File: config.mk
export PLATFORM = sky130hd
export DESIGN_NAME = split_pwm_gen
export DESIGN_NICKNAME = d
export VERILOG_FILES = /design/src/rtl/spwm_pkg.sv /design/src/rtl/spwm_ring.sv /design/src/rtl/spwm_coarse.sv /design/src/rtl/spwm_tap_mux.sv /design/src/rtl/split_pwm_gen.sv
export SDC_FILE = /design/constraint.sdc
export NUM_CORES = 1
export LEC_CHECK = 0
export BUFFER_PORTS_ARGS = -buffer_cell sky130_fd_sc_hd__clkbuf_2
export CORE_UTILIZATION = 55
export CTS_BUF_LIST = sky130_fd_sc_hd__clkbuf_4 sky130_fd_sc_hd__clkbuf_8
export CTS_CLUSTER_SIZE = 30
export DETAILED_ROUTE_END_ITERATION = 8
export GPL_TIMING_DRIVEN = 0
export PLACE_DENSITY = 0.74
export SYNTH_ARGS = -nofsm -noshare
export SYNTH_HDL_FRONTEND = slang
export SYNTH_HIERARCHICAL = 1
export SYNTH_SLANG_ARGS = --single-unit
File: constraint.sdc
create_clock -name clk -period 3.7 [get_ports clk]
set_input_delay 0.74 -clock clk [delete_from_list [all_inputs] [get_ports clk]]
set_output_delay 0.74 -clock clk [all_outputs]
set_load 0.01 [all_outputs]
File: src/rtl/spwm_pkg.sv
package spwm_pkg;

   localparam int unsigned SPWM_MAX_FINE_W   = 10;
   localparam int unsigned SPWM_MAX_COARSE_W = 16;

   function automatic int unsigned spwm_pow2(input int unsigned w);
      return 32'd1 << w;
   endfunction

endpackage

File: src/rtl/spwm_ring.sv
module spwm_ring #(
   parameter int unsigned FINE_W = 5
) (
   input  logic                                    clk,
   input  logic                                    rst,
   output logic [spwm_pkg::spwm_pow2(FINE_W)-1:0]  ring_o,
   output logic                                    wrap_o
);
   localparam int unsigned RING_LEN = spwm_pkg::spwm_pow2(FINE_W);

   logic [RING_LEN-1:0] ring_q;

   always_ff @(posedge clk) begin
      if (rst) begin
         ring_q <= {{(RING_LEN-1){1'b0}}, 1'b1};
      end else begin
         ring_q <= {ring_q[RING_LEN-2:0], ring_q[RING_LEN-1]};
      end
   end

   assign ring_o = ring_q;
   assign wrap_o = ring_q[RING_LEN-1];

   // exactly one circulating bit
   a_r4_ring_onehot: assert property (@(posedge clk) disable iff (rst)
      $countones(ring_q) == 1);

   // last tap is followed by tap 0
   a_r4_wrap_to_zero: assert property (@(posedge clk) disable iff (rst)
      ring_q[RING_LEN-1] |=> ring_q[0]);

endmodule

File: src/rtl/spwm_coarse.sv
module spwm_coarse #(
   parameter int unsigned COARSE_W = 3
) (
   input  logic                clk,
   input  logic                rst,
   input  logic                step_i,
   output logic [COARSE_W-1:0] count_o,
   output logic                zero_o
);
   logic [COARSE_W-1:0] count_q;

   always_ff @(posedge clk) begin
      if (rst) begin
         count_q <= '0;
      end else if (step_i) begin
         count_q <= count_q + 1'b1;
      end
   end

   assign count_o = count_q;
   assign zero_o  = (count_q == '0);

   // counter holds between ring wraps
   a_r3_hold_without_wrap: assert property (@(posedge clk) disable iff (rst)
      !step_i |=> $stable(count_q));

   // counter moves on a wrap
   a_r3_move_on_wrap: assert property (@(posedge clk) disable iff (rst)
      step_i |=> !$stable(count_q));

endmodule

File: src/rtl/spwm_tap_mux.sv
module spwm_tap_mux #(
   parameter int unsigned FINE_W        = 5,
   parameter bit          ONEHOT_DECODE = 1'b0
) (
   input  logic [spwm_pkg::spwm_pow2(FINE_W)-1:0] ring_i,
   input  logic [FINE_W-1:0]                      sel_i,
   output logic                                   hit_o
);
   localparam int unsigned RING_LEN = spwm_pkg::spwm_pow2(FINE_W);

   generate
      if (ONEHOT_DECODE) begin : g_decode
         logic [RING_LEN-1:0] sel_dec;
         always_comb begin
            sel_dec        = '0;
            sel_dec[sel_i] = 1'b1;
         end
         assign hit_o = |(sel_dec & ring_i);
      end else begin : g_index
         assign hit_o = ring_i[sel_i];
      end
   endgenerate

endmodule

File: src/rtl/split_pwm_gen.sv
module split_pwm_gen #(
   parameter int unsigned COARSE_W      = 3,
   parameter int unsigned FINE_W        = 5,
   parameter bit          ONEHOT_DECODE = 1'b0
) (
   input  logic                       clk,
   input  logic                       rst,
   input  logic [COARSE_W+FINE_W-1:0] duty_in,
   output logic                       pwm_out,
   output logic                       period_strobe
);
   localparam int unsigned DUTY_W   = COARSE_W + FINE_W;
   localparam int unsigned RING_LEN = spwm_pkg::spwm_pow2(FINE_W);

   generate
      if (FINE_W < 1 || FINE_W > spwm_pkg::SPWM_MAX_FINE_W) begin : g_bad_fine
         $error("split_pwm_gen: FINE_W out of range");
      end
      if (COARSE_W < 1 || COARSE_W > spwm_pkg::SPWM_MAX_COARSE_W) begin : g_bad_coarse
         $error("split_pwm_gen: COARSE_W out of range");
      end
   endgenerate

   logic [RING_LEN-1:0] ring;
   logic                ring_wrap;
   logic [COARSE_W-1:0] coarse_cnt;
   logic                coarse_zero;
   logic                tap_hit;
   logic [DUTY_W-1:0]   duty_q;
   logic                pwm_q;
   logic                start;
   logic                coarse_match;
   logic                fall_now;

   spwm_ring #(.FINE_W(FINE_W)) ring_i (
      .clk    (clk),
      .rst    (rst),
      .ring_o (ring),
      .wrap_o (ring_wrap)
   );

   spwm_coarse #(.COARSE_W(COARSE_W)) coarse_i (
      .clk     (clk),
      .rst     (rst),
      .step_i  (ring_wrap),
      .count_o (coarse_cnt),
      .zero_o  (coarse_zero)
   );

   spwm_tap_mux #(.FINE_W(FINE_W), .ONEHOT_DECODE(ONEHOT_DECODE)) mux_i (
      .ring_i (ring),
      .sel_i  (duty_q[FINE_W-1:0]),
      .hit_o  (tap_hit)
   );

   assign start        = coarse_zero & ring[0];
   assign coarse_match = (coarse_cnt == duty_q[DUTY_W-1:FINE_W]);
   assign fall_now     = coarse_match & tap_hit;

   always_ff @(posedge clk) begin
      if (rst) begin
         duty_q <= '0;
      end else if (start) begin
         duty_q <= duty_in;
      end
   end

   always_ff @(posedge clk) begin
      if (rst) begin
         pwm_q <= 1'b0;
      end else if (start) begin
         pwm_q <= |duty_in;
      end else if (fall_now) begin
         pwm_q <= 1'b0;
      end
   end

   assign pwm_out       = pwm_q;
   assign period_strobe = start;

   // nonzero duty raises the output right after the strobe
   a_r5_rise_after_start: assert property (@(posedge clk) disable iff (rst)
      (period_strobe && (duty_in != '0)) |=> pwm_out);

   // the output never rises in mid-period
   a_r5_no_mid_rise: assert property (@(posedge clk) disable iff (rst)
      !period_strobe |=> !$rose(pwm_out));

   // zero duty keeps the output low
   a_r6_zero_low: assert property (@(posedge clk) disable iff (rst)
      (period_strobe && (duty_in == '0)) |=> !pwm_out);

   // output is low in every strobe cycle
   a_r7_low_at_start: assert property (@(posedge clk) disable iff (rst)
      period_strobe |-> !pwm_out);

   // captured duty stays fixed inside a period
   a_r8_duty_held: assert property (@(posedge clk) disable iff (rst)
      !period_strobe |=> $stable(duty_q));

   // falling only after the combined coarse/fine match
   a_r9_fall_on_match: assert property (@(posedge clk) disable iff (rst)
      (pwm_out && !period_strobe && !fall_now) |=> pwm_out);

endmodule

==> results of run 1 <==
==> kinds of logic after synthesis <==
kind of cell	Yosys count
flip-flops	44
AO/OA/AOI/OAI	22
AND/OR/NAND/NOR	70
buffers and inverters	11
multiplexers	17
adder cells (fa/ha/maj)	2
XOR/XNOR	4
==> cell usage after synthesis, types with 2 or more instances <==
master,number
nand2_1,20
mux2i_1,17
nor2_1,3
buf_2,3
inv_1,2
a21oi_1,4
nand3_1,3
nand2_2,2
a22oi_1,4
a21oi_2,8
buf_6,2
xnor2_1,4
and2b_1,2
nor2b_1,32
dfxtp_1,44
ha_1,2
nor4_1,2
==> layer usage <==
| metal | track usage | up-vias | share of wire |
|---|---|---|---|
| met5 | 0 | - | 0 |
| met4 | 0.0918 | 0 | 0.0091 |
| met3 | 0.0791 | 6 | 0.041 |
| met2 | 0.318 | 20 | 0.45 |
| met1 | 0.251 | 536 | 0.50 |
| li1 | - | 603 | - |
==> layout make-up <==
type | instances | area, um2
fill | 269 | 1100
sequential | 44 | 881
multi-input combinational | 115 | 800
buffer | 8 | 80.1
clock buffer | 8 | 66.3
timing repair buffer | 11 | 55.1
tap | 44 | 55.1
inverter | 3 | 13.8
==> power breakdown <==
group	switching (W)	total, W	internal, W
Combinational	0.0000347	0.0000654	0.0000307
Sequential	0.00000661	0.000488	0.000482
Clock	0.000140	0.000249	0.000109
Total	0.000182	0.000803	0.000621
==> worst max path at each step <==
stage / slack [ps] / startpoint / cells past startpoint / end
final: 1270 / coarse_i/count_o[0] / 7 / period_strobe
after global routing: 1160 / coarse_i/count_o[0] / 7 / period_strobe
after CTS: 1260 / coarse_i/count_o[0] / 7 / period_strobe
after detailed placement: 1680 / coarse_i/count_o[0] / 7 / period_strobe
after global placement: 1690 / coarse_i/count_o[0] / 7 / period_strobe
after floorplan: 1900 / coarse_i/count_o[0] / 6 / period_strobe
==> stage by stage <==
step / hold WS (ps) / util / worst slack (ps) / area, um2 / power [W]
after global placement: 443 / 0.617 / 1690 / 1880 / 0.000563
after floorplan: 437 / - / 1900 / 1770 / 0.000546
after detailed placement: 455 / 0.617 / 1680 / 1880 / 0.000564
after CTS: 471 / 0.639 / 1260 / 1950 / 0.000812
after global routing: 488 / 0.639 / 1160 / 1950 / 0.000840
final: 473 / 0.639 / 1270 / 1950 / 0.000803
==> flip-flops by register name, summed over array words and instances, names as in the netlist <==
| name | flops |
|---|---|
| coarse_i/count_o | 3 |
| duty_q | 8 |
| pwm_out | 1 |
| ring_i/ring_o | 32 |
==> worst register-to-register path: stages (launching register included) <==
cell,delay (ps)
dfxtp_1,360
buf_6,160
buf_12,160
mux2i_1,220
a21oi_1,90
nand3_1,100
nand2_1,60
a311o_1,290
a21boi_1,140
a41oi_2,200
o211a_1,160
==> run summary, run 1 <==
Hold Buf Count CTS: 0
Cell with the biggest individual delay on the critical path: dfxtp_1
Launch point of the worst reg-to-reg path: duty_q[1]
Post-CTS repair timing setup buffer count: 0
Wire length after detailed routing: 2970 um
Share of the synthesized area in the top cell type: 0.496
Worst Path Max Fanout: 10
Synth-to-layout area growth: 9.94%
Cell variety after synth: 33
Dominant combinational cell family by area after synthesis: simple AND/OR/NAND/NOR gates
Crit path cell chain: inv_1, ha_1, and2b_1, nand2_4, inv_4, buf_8, clkbuf_2
CTS Buf Count: 5
Mapped Nets: 182
Net count reported at finish: 200
Terminus of the critical flop-to-flop path: pwm_out
GRT Util Overall: 0.205
Total negative slack: 0 ps
Async set or reset register ratio after synthesis: 0
Routed wire per std cell: 12.7 um
Count of inserted antenna diode cells: 0
Number of stages on the worst hold path: 1
Critical setup path kind: reg -> out
Top library cells by usage in the layout, fill and taps aside: dfxtp_1 (44), nor2b_1 (32), nand2_1 (20)
Number of design-rule violations left by the first detailed-router iteration: 34
Flip-flop and latch count after synthesis: 44
Clock net sink count: 44
Post-synthesis share of cell area spent on xor and xnor gates: 0.0197
CP startpoint kind: flop
Total of endpoints with negative setup slack in the final report: 0
Unrepaired setup endpoints after global routing: no
Worst-case hold path end point: ring_i/ring_o[13]
Portion of the post-synthesis area used by sequential elements: 0.496
Initial core utilization: 0.581
Most common cell after layout, fill and taps aside: dfxtp_1
Vias after detailed routing: 1,165
Result of the run: completed
Area leader, netlist: dfxtp_1
Pre-antenna DRT Iters: 4
Post-Synth Simple-Gate Area: 0.219
Count of standard-cell rows: 20
Die height: 58.8 um
Number of max-capacitance violations reported: 0
GPL Wtd Cong: 0.768
Fraction of layout instances using a drive strength above 1: 0.217
CP required: 2960 ps
Worst R2R Path Depth: 10
Sum of overflow across all layers after global routing: 0
Clock-pin transition on the worst setup and hold timing paths: 110 ps
Top_reg_cell synth: dfxtp_1
Fraction of the mapped netlist area in compound gates: 0.102
Crit. End Element: output pin
Buf/Inv on CP: 4
Hold Violations, Final: 0
Pin count of the biggest net entering global routing: 13
Multiplexer share of the synthesized area: 0.0959
Normalized max-slew margin: 0.798
Via count of the first global-routing pass: 1,154
Post-CTS resize count: 0
Post-Syn Area: 0.00177 mm2
Buffer type at the clock tree root: clkbuf_4
Number of non-filler instances in the completed layout: 233
Slew at the pin closest to its max-slew limit: 303 ps
Number of enable flip-flop cells after synthesis: 0
Max clock buf depth: 2
R2R setup slack: 1730 ps
Total Die Area: 0.00346 mm2
Largest voltage drop on the vdd net: 0.306 mV
Routed via count divided by cell count: 5.00
Static Leak: 0.733 nW
Setup Skew: 4.21 ps
TritonCTS clock tree: done
Endpoint arrival time on the critical path: 1690 ps
Shortest period the worst path allows: 2430 ps
Worst hold path class: reg -> reg
Number of standard cells after synthesis: 170
Final period util: 0.657
DPL Wire Length: 2110 um
Initial antenna violation count: 0
Achievable clock frequency: 0.411 GHz
Dominant cells by area after synthesis: dfxtp_1 (50%), nor2b_1 (11%), mux2i_1 (9.6%)
Clock network latency to the later pin of the worst-skew pair: 350 ps
Clock H-tree levels: 2
Max stage delay on crit path: 450 ps
Adder-cell area share of the yosys netlist: 0.0141
I/O pins: 12
Top delay family on crit path: flip-flops
Number of max-slew violations in the final report: 0
Port buffer count: 11
First-pass GRT wire length: 5130 um
Placeable Area: 0.00305 mm2
Avg Cell Area, Syn: 10.4 um2
Die X: 58.8 um
Detail Route Antenna Nets: 0
Cell count after placement: 225
Total power per unit cell area: 412 mW/mm2
Launch point of the worst hold path: ring_i/ring_o[12]
DRC violations left: 0
YS warnings: 6
Note: power is estimated with default switching activity, not from simulation.
==> run 2: changes to the inputs <==
--- a/config.mk
+++ b/config.mk
@@ -5,13 +5,14 @@
 export SDC_FILE = /design/constraint.sdc
 export NUM_CORES = 1
 export LEC_CHECK = 0
+export ABC_AREA = 1
 export BUFFER_PORTS_ARGS = -buffer_cell sky130_fd_sc_hd__clkbuf_2
 export CORE_UTILIZATION = 55
 export CTS_BUF_LIST = sky130_fd_sc_hd__clkbuf_4 sky130_fd_sc_hd__clkbuf_8
 export CTS_CLUSTER_SIZE = 30
 export DETAILED_ROUTE_END_ITERATION = 8
 export GPL_TIMING_DRIVEN = 0
-export PLACE_DENSITY = 0.74
+export PLACE_DENSITY = 0.76
 export SYNTH_ARGS = -nofsm -noshare
 export SYNTH_HDL_FRONTEND = slang
 export SYNTH_HIERARCHICAL = 1
==> constraint.sdc (replaced) <==
create_clock -name clk -period 2.07 [get_ports clk]
set_input_delay 0.414 -clock clk [delete_from_list [all_inputs] [get_ports clk]]
set_output_delay 0.414 -clock clk [all_outputs]
set_load 0.01 [all_outputs]
==> run 2 against run 1 <==
Compared with the run above: core utilization is 1.5 points higher; global-route usage is 0.85 points higher; via count is 28% higher; final cell count is 39% higher; critical path depth stayed put; design area is 4.8% higher; register-to-register slack worse by 1300 ps; worst setup slack worse by 1100 ps; first-iteration DRC count grew to 2.9 times the previous value; worst hold slack worse by 170 ps; non-clock buffer count is 1 higher; largest cell class unchanged; highest routed layer unchanged.
==> run summary, run 2 <==
Achievable clock frequency: 0.519 GHz
Crit. End Element: output pin
Number of max-capacitance violations reported: 0
Final Power: 0.00148 W
Initial antenna violation count: 0
DRC violations left: 0
Synth-to-layout area growth: 9.44%
Sum of overflow across all layers after global routing: 0
Routed via count divided by cell count: 4.61
Unrepaired setup endpoints after global routing: no
Number of enable flip-flop cells after synthesis: 0
Setup Skew: 9.21 ps
Hold Buf Count CTS: 0
Static Leak: 0.893 nW
Total negative slack: 0 ps
Internal power consumption: 0.00112 W
Vias after detailed routing: 1,488
Clock H-tree levels: 2
Share of the synthesized area in the top cell type: 0.472
Final period util: 0.931
Placeable Area: 0.00313 mm2
First-pass GRT wire length: 5510 um
Die height: 60.3 um
Sw frac: 0.243
Launch point of the worst hold path: duty_in[0]
Fill cell total of the finished layout: 315
Number of stages on the worst hold path: 3
Dominant cells by area after synthesis: dfxtp_1 (47%), nand2_1 (11%), nor2_1 (10%)
Largest voltage drop on the vdd net: 0.484 mV
Top library cells by usage in the layout, fill and taps aside: nand2_1 (55), nor2_1 (52), inv_1 (46)
Area occupied by registers: 881 um2
Hold Violations, Final: 0
Avg Cell Area, Syn: 7.18 um2
CP startpoint kind: flop
Share of power burned in combinational logic: 0.101
Number of standard cells after synthesis: 260
Number of design-rule violations left by the first detailed-router iteration: 97
Normalized max-slew margin: 0.839
Top_reg_cell synth: dfxtp_1
Shortest period the worst path allows: 1930 ps
CP required: 1660 ps
Max stage delay on crit path: 370 ps
YS warnings: 6
GPL Wtd Cong: 0.784
Total of endpoints with negative setup slack in the final report: 0
Total Die Area: 0.00363 mm2
Initial core utilization: 0.597
Multi-input combinational cell area: 694 um2
Worst R2R Path Depth: 15
Fraction of layout instances using a drive strength above 1: 0.154
Detail Route Antenna Nets: 0
Launch point of the worst reg-to-reg path: duty_q[0]
Clock network latency to the later pin of the worst-skew pair: 360 ps
R2R setup slack: 460 ps
Result of the run: completed
Clock net sink count: 44
Endpoint arrival time on the critical path: 1510 ps
Total power per unit cell area: 723 mW/mm2
Mapped Nets: 272
Most common cell after layout, fill and taps aside: nand2_1
Pre-antenna DRT Iters: 4
Sequential cell fraction of total power: 0.594
I/O pins: 12
GRT Util Overall: 0.213
Area leader, netlist: dfxtp_1
Die X: 60.3 um
DPL Wire Length: 2340 um
Most frequent cell after synthesis: nand2_1
Critical setup path kind: reg -> out
CTS Buf Count: 5
Slew at the pin closest to its max-slew limit: 242 ps
Max clock buf depth: 2
Worst-case hold path end point: duty_q[0]
Post-Syn Area: 0.00187 mm2
Crit path cell chain: inv_1, ha_1, inv_1, nor2_1, nand2_2, inv_2, clkbuf_2
Pin count of the biggest net entering global routing: 13
Cell with the most instances on the worst path: inv_1
Top delay family on crit path: buffers and inverters
Wire length after detailed routing: 3330 um
Worst Path Max Fanout: 7
Cell variety after synth: 21
Count of standard-cell rows: 20
Clock-pin transition on the worst setup and hold timing paths: 120 ps
Port buffer count: 11
Number of max-slew violations in the final report: 0
Flip-flop and latch count after synthesis: 44
Clock network fraction of design power: 0.306
Terminus of the critical flop-to-flop path: pwm_out
Portion of the post-synthesis area used by sequential elements: 0.472
Cell with the biggest individual delay on the critical path: dfxtp_1
Routed wire per std cell: 10.3 um
Sw power: 0.000360 W
Buf/Inv on CP: 4
Via count of the first global-routing pass: 1,255
Most used standard cells in the synthesized netlist: nand2_1 (55), nor2_1 (52), inv_1 (47)
TritonCTS clock tree: done
Async set or reset register ratio after synthesis: 0
Count of inserted antenna diode cells: 0
Worst hold path class: in -> reg
Buffer type at the clock tree root: clkbuf_4
Net count reported at finish: 290
Flip-flop count of the largest register, all copies and words added: 32
run 2: changes by cell type after synthesis, moves of 5 or more:
cell	before	now
nand3_1	3	25
nor2_1	3	52
mux2i_1	17	0
o21ai_0	0	6
inv_1	2	47
nor2b_1	32	0
a21oi_2	8	2
nand2_1	20	55
nand2_2	2	7
run 2: area by class of cell:
type                       instances  share of cell area
buffer                             9              0.0490
inverter                          50              0.0942
tap                               44              0.0269
sequential                        44               0.431
timing repair buffer              11              0.0269
clock buffer                       8              0.0324
multi-input combinational        157               0.340
run 2: power by group through the flow:
| stage | sequential, W | clock (W) | combinational (W) |
|---|---|---|---|
| final | 0.000877 | 0.000452 | 0.000149 |
| after global routing | 0.000880 | 0.000500 | 0.000169 |
| after CTS | 0.000877 | 0.000468 | 0.000150 |
| after detailed placement | 0.000896 | 0 | 0.000149 |
| after global placement | 0.000896 | 0 | 0.000148 |
| after floorplan | 0.000893 | 0 | 0.000110 |
run 2: cells by family (layout without fill, tap and decap cells):
kind of cell	Yosys count	in the layout	share of synthesized area
compound gates	13	13	0.0429
fa+ha+maj	2	2	0.0134
buf+inv	59	78	0.157
flops	44	44	0.472
simple gates	142	142	0.315
run 2: routing by layer:
metal / routed length [um] / share of wire / up-vias / track usage
li1: - / - / 811 / -
met1: 1670 / 0.50 / 646 / 0.286
met2: 1440 / 0.43 / 22 / 0.301
met3: 157 / 0.047 / 9 / 0.0519
met4: 68 / 0.020 / 0 / 0.140
met5: 0 / 0 / - / 0
run 2: worst reg2reg max path, cell delays in order (launching register included):
cell     delay, ps
dfxtp_1        360
buf_6          160
buf_6          160
nand2_1         60
nand3_1         80
nand3_1         70
nand2_1         80
nand2_1         50
nand2_1         70
nand2_1         50
nand2_1         60
nand2_1         60
nor2_1          90
nand2_1         70
nand2_1         70
a21oi_2         50
run 2: worst max path at each step:
stage	from	to	depth (start not counted)	slack, ps
after global routing	coarse_i/count_o[0]	period_strobe	7	8
final	coarse_i/count_o[0]	period_strobe	7	140
after global placement	coarse_i/count_o[0]	period_strobe	7	490
after floorplan	duty_q[0]	pwm_out	16	680
after detailed placement	coarse_i/count_o[0]	period_strobe	7	450
after CTS	coarse_i/count_o[0]	period_strobe	7	40
run 2: what timing repair did:
action,CTS,global route
setup endpoints to repair,0,1
setup buffers,0,0
gates resized for setup,0,1
run 2: stage by stage:
stage / utilization / setup slack, ps / hold WS [ps] / cells / instance area, um2
floorplan: - / 683 / 403 / 260 / 1870
global placement: 0.632 / 488 / 408 / 315 / 1980
detailed placement: 0.632 / 454 / 413 / 315 / 1980
CTS: 0.654 / 35.0 / 290 / 323 / 2040
global route: 0.654 / 7.85 / 305 / 323 / 2040
finish: 0.654 / 143 / 303 / 323 / 2040
==> run 3: changes to the inputs <==
--- a/config.mk
+++ b/config.mk
@@ -7,12 +7,11 @@
 export LEC_CHECK = 0
 export ABC_AREA = 1
 export BUFFER_PORTS_ARGS = -buffer_cell sky130_fd_sc_hd__clkbuf_2
-export CORE_UTILIZATION = 55
-export CTS_BUF_LIST = sky130_fd_sc_hd__clkbuf_4 sky130_fd_sc_hd__clkbuf_8
+export CORE_UTILIZATION = 53
 export CTS_CLUSTER_SIZE = 30
 export DETAILED_ROUTE_END_ITERATION = 8
 export GPL_TIMING_DRIVEN = 0
-export PLACE_DENSITY = 0.76
+export PLACE_DENSITY = 0.74
 export SYNTH_ARGS = -nofsm -noshare
 export SYNTH_HDL_FRONTEND = slang
 export SYNTH_HIERARCHICAL = 1
==> run 3 against run 2 <==
Compared with the run above: clock power grew 13%; register-to-register slack hardly changed; critical endpoint unchanged; core utilization is 4.1 points lower; worst hold slack improved by 14 ps; critical path type unchanged; largest cell class unchanged; worst setup slack gained 62 ps; critical path depth is the same; final cell count up 0.62%.
==> run summary, run 3 (synthesis gave the netlist of run 2 again) <==
CTS Buf Count: 5
Clock H-tree levels: 2
Setup Skew: 12.1 ps
Vias after detailed routing: 1,449
Cell count after placement: 317
Area occupied by registers: 881 um2
Post-route core utilization: 0.612
Placeable Area: 0.00336 mm2
Internal power consumption: 0.00118 W
Hold Violations, Final: 0
Synth-to-layout area growth: 10.2%
Port buffer count: 11
Fraction of layout instances using a drive strength above 1: 0.151
CP startpoint kind: flop
Initial core utilization: 0.555
Sw frac: 0.233
Most common cell after layout, fill and taps aside: nand2_1
Total negative slack: 0 ps
Top library cells by usage in the layout, fill and taps aside: nand2_1 (55), nor2_1 (52), inv_1 (46)
Slew at the pin closest to its max-slew limit: 277 ps
Max clock buf depth: 2
Total of endpoints with negative setup slack in the final report: 0
Total power per unit cell area: 746 mW/mm2
Clock network latency to the later pin of the worst-skew pair: 350 ps
Clock network fraction of design power: 0.332
Wire length after detailed routing: 3190 um
Sequential cell fraction of total power: 0.571
Achievable clock frequency: 0.536 GHz
Fin worst setup slack: 206 ps
Count of standard-cell rows: 21
Initial antenna violation count: 0
Fill cell total of the finished layout: 339
GRT Util Overall: 0.191
Die X: 61.4 um
DRC violations left: 0
Endpoint arrival time on the critical path: 1450 ps
Number of max-slew violations in the final report: 0
CP required: 1660 ps
Die height: 61.4 um
GPL Wtd Cong: 0.762
Number of design-rule violations left by the first detailed-router iteration: 84
Largest voltage drop on the vdd net: 0.392 mV
Number of max-capacitance violations reported: 0
Worst R2R Path Depth: 16
Clock net sink count: 44
Final period util: 0.901
Routed via count divided by cell count: 4.46
Worst hold path class: in -> reg
Share of power burned in combinational logic: 0.097
Crit. End Element: output pin
First-pass GRT wire length: 5150 um
Flip-flop count of the largest register, all copies and words added: 32
Result of the run: completed
Static Leak: 0.896 nW
Unrepaired setup endpoints after global routing: no
Pin count of the biggest net entering global routing: 14
Worst Path Max Fanout: 7
Shortest period the worst path allows: 1860 ps
Normalized max-slew margin: 0.815
Number of stages on the worst hold path: 3
Pre-antenna DRT Iters: 4
Routed wire per std cell: 9.81 um
I/O pins: 12
Sum of overflow across all layers after global routing: 0
Clock-pin transition on the worst setup and hold timing paths: 120 ps
Hold Buf Count CTS: 0
Final Hold Slack: 317 ps
Count of inserted antenna diode cells: 0
Multi-input combinational cell area: 694 um2
Via count of the first global-routing pass: 1,167
Total Die Area: 0.00377 mm2
Sw power: 0.000359 W
Net count reported at finish: 290
TritonCTS clock tree: done
Worst slack at placement: 475 ps
Buffer type at the clock tree root: clkbuf_4
Critical setup path kind: reg -> out
Detail Route Antenna Nets: 0
DPL Wire Length: 2320 um
Number of non-filler instances in the completed layout: 325
run 3: cell count changes in the layout (fill, tap and decap cells not counted):
cell	previous run	this run
inv_2	3	2
clkbuf_4	7	5
bufinv_16	0	1
clkbuf_8	1	0
inv_4	0	1
clkinv_2	0	1
clkbuf_1	0	1
run 3: critical path, stage by stage, from the launching register on:
cell and delay [ps]:
dfxtp_1 370, inv_1 110, ha_1 150, inv_1 30, nor2_1 100, nand2_2 100
inv_4 100, clkbuf_2 140
run 3: layout make-up:
type	count	area share
buffer	9	0.0486
inverter	50	0.0948
clock inverter	2	0.0170
multi-input combinational	157	0.337
timing repair buffer	11	0.0267
tap	46	0.0279
clock buffer	6	0.0200
sequential	44	0.428
run 3: metrics by stage:
step / area, um2 / total power [W]
2_1_floorplan: 1870 / 0.00100
3_3_place_gp: 1980 / 0.00104
3_5_place_dp: 1980 / 0.00104
4_1_cts: 2060 / 0.00155
5_1_grt: 2060 / 0.00161
6_report: 2060 / 0.00154
run 3: timing repair:
action	in CTS	in global routing
endpoints found under the setup margin	0	1
resized for setup	0	2
buffers inserted	0	0
run 3: path summary, 6_finish.rpt:
| path | startpoint | slack [ps] | end |
|---|---|---|---|
| worst min-delay path | duty_in[2] | 320 | duty_q[2] |
| worst max register to register | duty_q[0] | 460 | pwm_out |
| worst min register to register | ring_i/ring_o[28] | 420 | ring_i/ring_o[29] |
| worst max-delay path | coarse_i/count_o[0] | 210 | period_strobe |
run 3: routing by layer:
metal,routed length [um],vias to the layer above,global-route usage,part of all wire
li1,-,806,-,-
met1,1640,623,0.261,0.51
met4,51,0,0.0762,0.016
met5,0,-,0,0
met3,98,6,0.0567,0.031
met2,1400,14,0.284,0.44
run 3: power by group through the flow:
stage	Clock, W	Sequential, W	Combinational (W)
floorplan	0	0.000893	0.000110
global placement	0	0.000895	0.000148
detailed placement	0	0.000896	0.000148
CTS	0.000528	0.000877	0.000149
global route	0.000561	0.000880	0.000169
finish	0.000510	0.000877	0.000149
